**src/rtl/ecc_rf_pkg.sv**
```systemverilog
package ecc_rf_pkg;
  localparam int RF_AW   = 9;
  localparam int RF_DW   = 32;
  localparam int RF_NPAR = 9;
  localparam int RF_NERR = 4;
  localparam int RF_SYMW = 9;
  localparam int RF_CNTW = 3;

  // register offsets inside the block window
  localparam logic [RF_AW-1:0] OFS_CTRL = 9'h100;
  localparam logic [RF_AW-1:0] OFS_PAR0 = 9'h108;
  localparam logic [RF_AW-1:0] OFS_STAT = 9'h114;
  localparam logic [RF_AW-1:0] OFS_ERR0 = 9'h11C;

  // control bit positions
  localparam int CB_EN   = 0;
  localparam int CB_INIT = 1;
  localparam int CB_RS   = 2;
  localparam int CB_ENC  = 3;
  localparam int CB_RDY  = 4;

  // status bit positions
  localparam int SB_ERR  = 0;
  localparam int SB_UNC  = 1;
  localparam int SB_ENCF = 2;
  localparam int SB_DECF = 3;
  localparam int SB_CNT  = 29;

  // parity of an all-0xFF sector, byte 0 in the low bits
  localparam logic [71:0] ERASED_PAR = 72'h6FB7FF8BF458909DCD;

  typedef struct packed {
    logic rdy;
    logic enc;
    logic rs;
    logic en;
  } ecc_ctrl_t;
endpackage

```
**src/rtl/ecc_rf_ctrl.sv**
```systemverilog
module ecc_rf_ctrl
  import ecc_rf_pkg::*;
(
  input  logic      clk,
  input  logic      rst_n,
  input  logic      wr_ctrl,
  input  logic [4:0] wr_bits,
  output ecc_ctrl_t ctrl_q,
  output logic      init_q,
  output logic      go_q
);
  ecc_ctrl_t ctrl_d;
  logic      init_d;
  logic      go_d;

  always_comb begin
    ctrl_d = ctrl_q;
    init_d = 1'b0;
    go_d   = 1'b0;
    if (wr_ctrl) begin
      ctrl_d.en  = wr_bits[CB_EN];
      ctrl_d.rs  = wr_bits[CB_RS];
      ctrl_d.enc = wr_bits[CB_ENC];
      ctrl_d.rdy = wr_bits[CB_RDY];
      init_d     = wr_bits[CB_EN] & wr_bits[CB_INIT];
      go_d       = wr_bits[CB_EN] & wr_bits[CB_RDY] & ~wr_bits[CB_ENC] & ~ctrl_q.rdy;
    end
  end

  always_ff @(posedge clk or negedge rst_n) begin
    if (!rst_n) begin
      ctrl_q <= '0;
      init_q <= 1'b0;
      go_q   <= 1'b0;
    end else begin
      if (wr_ctrl) ctrl_q <= ctrl_d;
      init_q <= init_d;
      go_q   <= go_d;
    end
  end
endmodule

```
**src/rtl/ecc_rf_parity.sv**
```systemverilog
module ecc_rf_parity #(
  parameter int NPAR = 9,
  parameter logic [8*NPAR-1:0] ERASED = '0
) (
  input  logic              clk,
  input  logic              rst_n,
  input  logic [NPAR-1:0]   bwe,
  input  logic [8*NPAR-1:0] bdat,
  input  logic              load,
  input  logic [8*NPAR-1:0] load_val,
  output logic [8*NPAR-1:0] par_q
);
  localparam int PW = 8*NPAR;

  logic [PW-1:0] fill;
  logic [7:0]    pb_q [NPAR];

  assign fill = (load_val == ERASED) ? {PW{1'b1}} : load_val;

  for (genvar k = 0; k < NPAR; k++) begin : g_byte
    logic       b_we;
    logic [7:0] b_d;
    assign b_we = load | bwe[k];
    assign b_d  = load ? fill[8*k +: 8] : bdat[8*k +: 8];

    always_ff @(posedge clk or negedge rst_n) begin
      if (!rst_n)    pb_q[k] <= 8'h00;
      else if (b_we) pb_q[k] <= b_d;
    end

    assign par_q[8*k +: 8] = pb_q[k];
  end
endmodule

```
**src/rtl/ecc_rf_status.sv**
```systemverilog
module ecc_rf_status
  import ecc_rf_pkg::*;
#(
  parameter int NERR = 4,
  parameter int SYMW = 9,
  parameter int CNTW = 3
) (
  input  logic                 clk,
  input  logic                 rst_n,
  input  logic                 clr,
  input  logic                 done_enc,
  input  logic                 done_dec,
  input  logic [CNTW-1:0]      cnt_in,
  input  logic                 uncor_in,
  input  logic [NERR*SYMW-1:0] idx_in,
  input  logic [NERR*SYMW-1:0] mask_in,
  output logic [RF_DW-1:0]     stat_word,
  output logic [NERR*SYMW-1:0] idx_q,
  output logic [NERR*SYMW-1:0] mask_q
);
  logic            f_err_q, f_unc_q, f_encf_q, f_decf_q;
  logic            f_err_d, f_unc_d, f_encf_d, f_decf_d;
  logic [CNTW-1:0] cnt_q, cnt_d;
  logic            stat_upd;

  assign stat_upd = clr | done_enc | done_dec;

  always_comb begin
    f_err_d  = clr ? 1'b0 : f_err_q;
    f_unc_d  = clr ? 1'b0 : f_unc_q;
    f_encf_d = clr ? 1'b0 : f_encf_q;
    f_decf_d = clr ? 1'b0 : f_decf_q;
    cnt_d    = clr ? '0   : cnt_q;
    if (done_enc) f_encf_d = 1'b1;
    if (done_dec) begin
      f_decf_d = 1'b1;
      f_unc_d  = f_unc_d | uncor_in;
      f_err_d  = f_err_d | uncor_in | (cnt_in != '0);
      cnt_d    = cnt_in;
    end
  end

  always_ff @(posedge clk or negedge rst_n) begin
    if (!rst_n) begin
      f_err_q  <= 1'b0;
      f_unc_q  <= 1'b0;
      f_encf_q <= 1'b0;
      f_decf_q <= 1'b0;
      cnt_q    <= '0;
    end else if (stat_upd) begin
      f_err_q  <= f_err_d;
      f_unc_q  <= f_unc_d;
      f_encf_q <= f_encf_d;
      f_decf_q <= f_decf_d;
      cnt_q    <= cnt_d;
    end
  end

  always_comb begin
    stat_word              = '0;
    stat_word[SB_ERR]      = f_err_q;
    stat_word[SB_UNC]      = f_unc_q;
    stat_word[SB_ENCF]     = f_encf_q;
    stat_word[SB_DECF]     = f_decf_q;
    stat_word[SB_CNT +: CNTW] = cnt_q;
  end

  for (genvar i = 0; i < NERR; i++) begin : g_rep
    logic            live;
    logic [SYMW-1:0] rep_idx_q, rep_mask_q;
    assign live = (int'(cnt_in) > i);

    always_ff @(posedge clk or negedge rst_n) begin
      if (!rst_n) begin
        rep_idx_q  <= '0;
        rep_mask_q <= '0;
      end else if (done_dec) begin
        rep_idx_q  <= live ? idx_in[SYMW*i +: SYMW]  : '0;
        rep_mask_q <= live ? mask_in[SYMW*i +: SYMW] : '0;
      end
    end

    assign idx_q[SYMW*i +: SYMW]  = rep_idx_q;
    assign mask_q[SYMW*i +: SYMW] = rep_mask_q;
  end
endmodule

```
**src/rtl/ecc_regfront.sv**
```systemverilog
module ecc_regfront
  import ecc_rf_pkg::*;
#(
  parameter int NPAR = RF_NPAR,
  parameter int NERR = RF_NERR,
  parameter int SYMW = RF_SYMW,
  parameter int CNTW = RF_CNTW
) (
  input  logic                 clk,
  input  logic                 rst_n,
  input  logic                 bus_wr,
  input  logic [RF_AW-1:0]     bus_addr,
  input  logic [3:0]           bus_be,
  input  logic [RF_DW-1:0]     bus_wdata,
  output logic [RF_DW-1:0]     bus_rdata,
  input  logic                 data_valid,
  input  logic [7:0]           data_byte,
  output logic                 cdc_valid,
  output logic [7:0]           cdc_byte,
  output logic                 cdc_init,
  output logic                 cdc_encode,
  output logic                 cdc_par_go,
  output logic [8*NPAR-1:0]    cdc_par_out,
  input  logic                 cdc_done,
  input  logic [8*NPAR-1:0]    cdc_parity_in,
  input  logic [CNTW-1:0]      cdc_err_cnt,
  input  logic                 cdc_uncor,
  input  logic [NERR*SYMW-1:0] cdc_err_idx,
  input  logic [NERR*SYMW-1:0] cdc_err_mask
);
  localparam int PW = 8*NPAR;

  ecc_ctrl_t             ctrl_q;
  logic                  ctl_en, ctl_enc;
  logic                  wr_ctrl, wr_stat;
  logic                  done_enc, done_dec;
  logic [NPAR-1:0]       par_bwe;
  logic [PW-1:0]         par_bdat;
  logic [PW-1:0]         par_q;
  logic [RF_DW-1:0]      stat_word;
  logic [NERR*SYMW-1:0]  rep_idx, rep_mask;

  assign wr_ctrl  = bus_wr & (bus_addr == OFS_CTRL) & bus_be[0];
  assign wr_stat  = bus_wr & (bus_addr == OFS_STAT);
  assign ctl_en   = ctrl_q.en;
  assign ctl_enc  = ctrl_q.enc;
  assign done_enc = cdc_done & ctl_en & ctl_enc;
  assign done_dec = cdc_done & ctl_en & ~ctl_enc;

  for (genvar k = 0; k < NPAR; k++) begin : g_lane
    assign par_bwe[k] = bus_wr & bus_be[k%4] &
                        (bus_addr == OFS_PAR0 + RF_AW'(4*(k/4)));
    assign par_bdat[8*k +: 8] = bus_wdata[8*(k%4) +: 8];
  end

  ecc_rf_ctrl u_ctrl (
    .clk     (clk),
    .rst_n   (rst_n),
    .wr_ctrl (wr_ctrl),
    .wr_bits (bus_wdata[4:0]),
    .ctrl_q  (ctrl_q),
    .init_q  (cdc_init),
    .go_q    (cdc_par_go)
  );

  ecc_rf_parity #(
    .NPAR   (NPAR),
    .ERASED ((8*NPAR)'(ERASED_PAR))
  ) u_par (
    .clk      (clk),
    .rst_n    (rst_n),
    .bwe      (par_bwe),
    .bdat     (par_bdat),
    .load     (done_enc),
    .load_val (cdc_parity_in),
    .par_q    (par_q)
  );

  ecc_rf_status #(
    .NERR (NERR),
    .SYMW (SYMW),
    .CNTW (CNTW)
  ) u_stat (
    .clk       (clk),
    .rst_n     (rst_n),
    .clr       (wr_stat),
    .done_enc  (done_enc),
    .done_dec  (done_dec),
    .cnt_in    (cdc_err_cnt),
    .uncor_in  (cdc_uncor),
    .idx_in    (cdc_err_idx),
    .mask_in   (cdc_err_mask),
    .stat_word (stat_word),
    .idx_q     (rep_idx),
    .mask_q    (rep_mask)
  );

  assign cdc_valid   = data_valid & ctl_en;
  assign cdc_byte    = data_byte;
  assign cdc_encode  = ctl_enc;
  assign cdc_par_out = par_q;

  always_comb begin
    bus_rdata = '0;
    if (bus_addr == OFS_CTRL) begin
      bus_rdata[CB_EN]  = ctrl_q.en;
      bus_rdata[CB_RS]  = ctrl_q.rs;
      bus_rdata[CB_ENC] = ctrl_q.enc;
      bus_rdata[CB_RDY] = ctrl_q.rdy;
    end
    if (bus_addr == OFS_STAT) bus_rdata = stat_word;
    for (int k = 0; k < NPAR; k++) begin
      if (bus_addr == OFS_PAR0 + RF_AW'(4*(k/4)))
        bus_rdata[8*(k%4) +: 8] = par_q[8*k +: 8];
    end
    for (int i = 0; i < NERR; i++) begin
      if (bus_addr == OFS_ERR0 + RF_AW'(4*i)) begin
        bus_rdata[16 +: SYMW] = rep_idx[SYMW*i +: SYMW];
        bus_rdata[0  +: SYMW] = rep_mask[SYMW*i +: SYMW];
      end
    end
  end
endmodule

```
**config.mk**
```make
export PLATFORM = sky130hd
export DESIGN_NAME = ecc_regfront
export DESIGN_NICKNAME = d
export VERILOG_FILES = /design/src/rtl/ecc_rf_pkg.sv /design/src/rtl/ecc_rf_ctrl.sv /design/src/rtl/ecc_rf_parity.sv /design/src/rtl/ecc_rf_status.sv /design/src/rtl/ecc_regfront.sv
export SDC_FILE = /design/constraint.sdc
export NUM_CORES = 1
export LEC_CHECK = 0
export BUFFER_PORTS_ARGS = -buffer_cell sky130_fd_sc_hd__buf_2
export CAP_MARGIN = 30
export CORE_UTILIZATION = 55
export DETAILED_ROUTE_END_ITERATION = 7
export PLACE_DENSITY = 0.87
export SLEW_MARGIN = 20
export SYNTH_ARGS = -nofsm -noshare
export SYNTH_HDL_FRONTEND = slang
export SYNTH_HIERARCHICAL = 1
export SYNTH_SLANG_ARGS = --single-unit
```
**constraint.sdc**
```tcl
create_clock -name clk -period 5.1 [get_ports clk]
set_input_delay 0.51 -clock clk [delete_from_list [all_inputs] [get_ports clk]]
set_output_delay 0.51 -clock clk [all_outputs]
set_load 0.05 [all_outputs]
```
# Word level (Yosys, flattened, before mapping)
# Cells that the tools add are included.
dict set report word_totals {
  output_inout_bits 116
  input_bits 206
  word_cells 137
  ff_bits 157
}
dict set report op_classes {
  reduce_logical 5
  n_lt_le_gt_ge 4
  bitwise 41
  n_eq_ne 10
  n_mux 49
}
# cell count
set op_table {}
lappend op_table {{8-bit two-way mux} 18}
lappend op_table {{9-bit two-way mux} 16}
lappend op_table {{9-bit == test, second input constant} 9}
lappend op_table {{72-bit by 71-bit == test with 1-bit output, second input constant} 1}
lappend op_table {{72-bit two-way mux} 1}
lappend op_table {{32-bit two-way mux} 1}
lappend op_table {{1-bit bitwise AND} 24}
lappend op_table {{1-bit OR} 14}
lappend op_table {{1-bit two-way mux} 10}
lappend op_table {{3-bit two-way mux} 3}
lappend op_table {{3-bit by 1-bit greater-than comparator with 1-bit output, second input constant} 2}
lappend op_table {{3-bit by 2-bit greater-than comparator with 1-bit output, second input constant} 2}
lappend op_table {{2-bit AND reduction} 2}
lappend op_table {{2-bit nonzero test} 2}
lappend op_table {{1-bit NOT} 3}
lappend op_table {{3-bit nonzero test} 1}

# Depth between registers and ports, before layout
dict set report logic_depth {
  ltp_word 10
  mapped_depth 9
  depth_no_buf 6
}

# Modules after synthesis
# Netlist, hierarchy kept.
# module seq_area_each_um2 cells_each area_per_inst_um2 instances
set modules_own_cells {}
lappend modules_own_cells {ecc_rf_parity 1801.7 341 3754.9 1}
lappend modules_own_cells {ecc_rf_status 1976.9 249 3146.8 1}
lappend modules_own_cells {ecc_regfront 0.0 328 2154.6 1}
lappend modules_own_cells {ecc_rf_ctrl 150.1 14 221.5 1}

# Worst setup path before layout
# OpenSTA, ideal clock, no wires.
dict set report synth_timing {
  kind {in2out}
  startpoint {in bus_addr[0]}
  endpoint {out bus_rdata[20]}
  slack_ns 2.179
  required_ns 4.590
  path_buffers 2
  t_arrival_ns 2.411
  cell_stages 6
  cell_sequence {buf_4 > nor4b_4 > buf_2 > nand4_1 > a31oi_1 > a2bb2oi_1}
}
dict set report synth_via {
  elab_chain_cells 7
  word_cells_on_any_way 12
  classes_between {eq/ne: 6; mux: 6}
}
# element line
set synth_rtl {}
lappend synth_rtl {{start: declaration} ecc_regfront.sv:12} ;# input logic [RF_AW-1:0] bus_addr,
lappend synth_rtl {{9-bit == test} ecc_regfront.sv:113} ;# if (bus_addr == OFS_PAR0 + RF_AW'(4*(k/4)))
lappend synth_rtl {{8-bit two-way mux (2 in series)} ecc_regfront.sv:113}
lappend synth_rtl {{9-bit two-way mux (3 in series)} ecc_regfront.sv:117} ;# if (bus_addr == OFS_ERR0 + RF_AW'(4*i)) begin
lappend synth_rtl {{9-bit two-way mux (*)} ecc_regfront.sv:117}
lappend synth_rtl {{end: declaration} ecc_regfront.sv:15} ;# output logic [RF_DW-1:0] bus_rdata,
# Mark *: on every way between the ends. The rest lies on a longest branch, timed or not.

# Worst setup path in the final report
dict set report layout_timing {
  startpoint {in bus_addr[2]}
  endpoint {out bus_rdata[5]}
}
dict set report layout_via {
  elab_chain_cells 8
  word_cells_on_any_way 14
  classes_between {eq/ne: 7; mux: 7}
}
# element line
set layout_rtl {}
lappend layout_rtl {{9-bit == test} ecc_regfront.sv:113}
lappend layout_rtl {{8-bit two-way mux (3 in series)} ecc_regfront.sv:113}
lappend layout_rtl {{9-bit two-way mux (3 in series)} ecc_regfront.sv:117}
lappend layout_rtl {{9-bit two-way mux (*)} ecc_regfront.sv:117}
# Marked as above.

==> run summary <==
Status: completed
DP HPWL: 23.1 mm
R2r setup slk: 1.96 ns
CP Launch Type: primary input
Largest net degree at the start of global routing: 80
Internal power: 0.00240 W
# setup viols final: 0
Sequential area share after synthesis: 42.3%
Core Footprint: 16500 um^2
Synth cell types: 71
NetSw: 0.00115 W
Avg Cell Area, Syn: 9.95 um^2
Synth Register Bits: 157
Crit. End Element: output port
Clock skew: 0.00861 ns
H-tree levels: 4
DR WL/cell: 22.3 um
Vias/cell: 6.43
Bufs on Longest Clock Path: 2
Post-CTS Setup Repair Bufs: 0
Setup TNS: 0 ns
Starting density of the core: 56.1%
Root Buffer: clkbuf_16
Clock transition at path regs: 0.07 ns
Vert. Die Dim: 132 um
Final GP Congestion: 0.968
Max-slew violation count: 0
Dpl cells: 1373
DRC Markers: 0
Non-Filler Instances: 1407
Cts hold-fix bufs: 0
Critical-path maximum fanout: 34
Relative max-transition margin: 37.6%
Synth warnings: 6
Lkg Pwr: 5.19 nW
Cts repair resizes: 0
Most common cell after layout, fill and taps aside: buf_2
Max Cap Viol: 0
Area taken by multi-input logic gates: 4670 um^2
Pre-antenna DRT Iters: 7
Worst hold path class: primary input to async pin
Final worst setup slack: 1.54 ns
Die Wd: 132 um
Worst path slowest cell: nand4bb_1
CTS Sinks: 157
F_max: 281 MHz
NumNets Final: 1378
Full die area: 17400 um^2
Setup WS pre-CTS: 1.64 ns
ANT nets after route: 0
CP most frequent cell: buf_2
# fillers: 1291
Most frequent cells in the layout: buf_2 (304), dfrtp_1 (157), nand2_1 (100)
Clock Power Share: 37.7%
Logic pwr share: 20.5%
Reg area: 3930 um^2
Row Count: 47
Dominant synthesized flop cell: dfrtp_1
P per Cell Area: 316 nW/um^2
First-pass GRT wire length: 48.2 mm
Layout Utilization: 67.9%
CP cell instances: buf_2 > nand4bb_1 > nor3_2 > buf_4 > a222oi_1 > a221o_1 > buf_2
RR Endpoint: u_par/par_q[5]
Net Sw Frac: 32.5%
Total CTS buffers: 17
FF-to-FF Start: u_ctrl/ctrl_q[2]
Crit path DAT: 3.05 ns
Mapped Area: 9280 um^2
Initial antenna violation count: 3
Clk_lat worst skew: 0.43 ns
Post-Syn Instances: 932
Gr ovfl total: 0
Reg2reg path depth: 6
IO Count: 322
Total Wirelength: 31.4 mm
Fin crit share: 69.8%
Layout overhead on the synthesized area: 20.9%
Share of cells above drive strength 1: 35.9%
Port-buffer cells: 305
CTS tree: yes
Final hold violations: 0
Worst path max stage delay: 0.69 ns
Min cycle time layout: 3.56 ns
Crit path kind: primary input to output port
Worst path required time: 4.59 ns
Worst slew pin tran: 0.936 ns
Asr flop ratio synth: 100%
RSZ-0062 raised after global routing: no
Vias in the first global route: 8627
Iter 0 DRT Violations: 1068
EDFF count, synth: 0
Routed vias: 9047
GR Util All Layers: 36.4%
Seq pwr share: 41.7%
Peak VDD IR: 0.260 mV
==> cells by family after synthesis <==
group                  count (synthesis)  share of synthesized area (%)
DFF                                  157                           42.3
muxes                                108                           12.1
AOI/OAI and AO/OA                    297                           23.1
other                                  1                         0.0404
and+or+nand+nor                      228                           13.8
buffers and inverters                141                           8.58
==> power groups by stage <==
stage	combinational (W)	sequential (W)	clock (W)
3_3_place_gp	0.000702	0.00150	0
4_1_cts	0.000721	0.00148	0.00134
3_5_place_dp	0.000718	0.00150	0
5_1_grt	0.000771	0.00149	0.00140
6_report	0.000729	0.00148	0.00134
2_1_floorplan	0.000279	0.00168	0
==> critical path: cells and delay by family <==
kind | cells | cell delay [ns]
compound gates | 2 | 0.51
buf+inv | 3 | 1.04
simple gates | 2 | 0.97
==> sequential cells by signal (all words and copies together) (netlist names) <==
name                     flops
u_ctrl/ctrl_q                4
u_ctrl/go_q                  1
u_ctrl/init_q                1
u_par/par_q                 72
u_stat/cnt_q                 3
u_stat/f_decf_q              1
u_stat/f_encf_q              1
u_stat/f_err_q               1
u_stat/f_unc_q               1
u_stat/g_rep.rep_idx_q      36
u_stat/g_rep.rep_mask_q     36
==> synthesized netlist by cell type, drive strengths merged, types with 10 or more instances <==
library cell  instances  share of area, %
o2bb2ai              23               2.2
a31oi                11              0.74
mux2                 35               4.2
mux2i                73               7.9
buf                  84               6.3
inv                  20              0.81
a2111oi              12               1.1
a2bb2oi              10              0.94
a21oi                24               1.3
nand3                16              0.86
a22oi                20               1.6
nor2                 12              0.57
nand4                28               1.9
dfrtp               157                42
a22o                 53               5.0
o22ai                21               1.4
and3                 13              0.89
nand2               101               4.1
o21ai                88               5.6
clkbuf               37               1.5
==> metal layers <==
layer	GRT usage [%]	vias up	part of all wire [%]
met4	17.9	2	4.4
met5	0	-	0.051
met3	7.69	119	9.9
met1	47.6	4322	38
li1	-	3939	-
met2	57.7	665	48
==> metrics by stage <==
stage / area [um^2] / total power, W / hold slack [ns]
finish: 11200 / 0.00355 / 0.0151
global route: 11200 / 0.00366 / 0.0416
CTS: 11200 / 0.00354 / 0.0301
detailed placement: 10600 / 0.00221 / 0.470
global placement: 10600 / 0.00220 / 0.464
floorplan: 9370 / 0.00196 / 0.214
==> area by class of cell <==
| type | count | share of cell area (%) |
|---|---|---|
| repair buffers | 318 | 14.7 |
| clock buffers | 20 | 4.07 |
| diodes | 2 | 0.0446 |
| well taps | 220 | 2.45 |
| multi-input cells | 658 | 41.6 |
| flip-flops and latches | 157 | 35.0 |
| clock inverters | 12 | 1.42 |
| inverters | 20 | 0.669 |
==> worst max-delay path by stage <==
stage | from | to | slack (ns)
after floorplan | bus_addr[0] | bus_rdata[20] | 2.18
after global placement | bus_addr[2] | u_par/par_q[42] | 1.75
after detailed placement | bus_addr[2] | u_par/par_q[62] | 1.64
after CTS | bus_addr[2] | bus_rdata[5] | 1.68
after global routing | bus_addr[2] | bus_rdata[5] | 1.47
final | bus_addr[2] | bus_rdata[5] | 1.54
No activity file was read; power rests on OpenSTA's default activity.
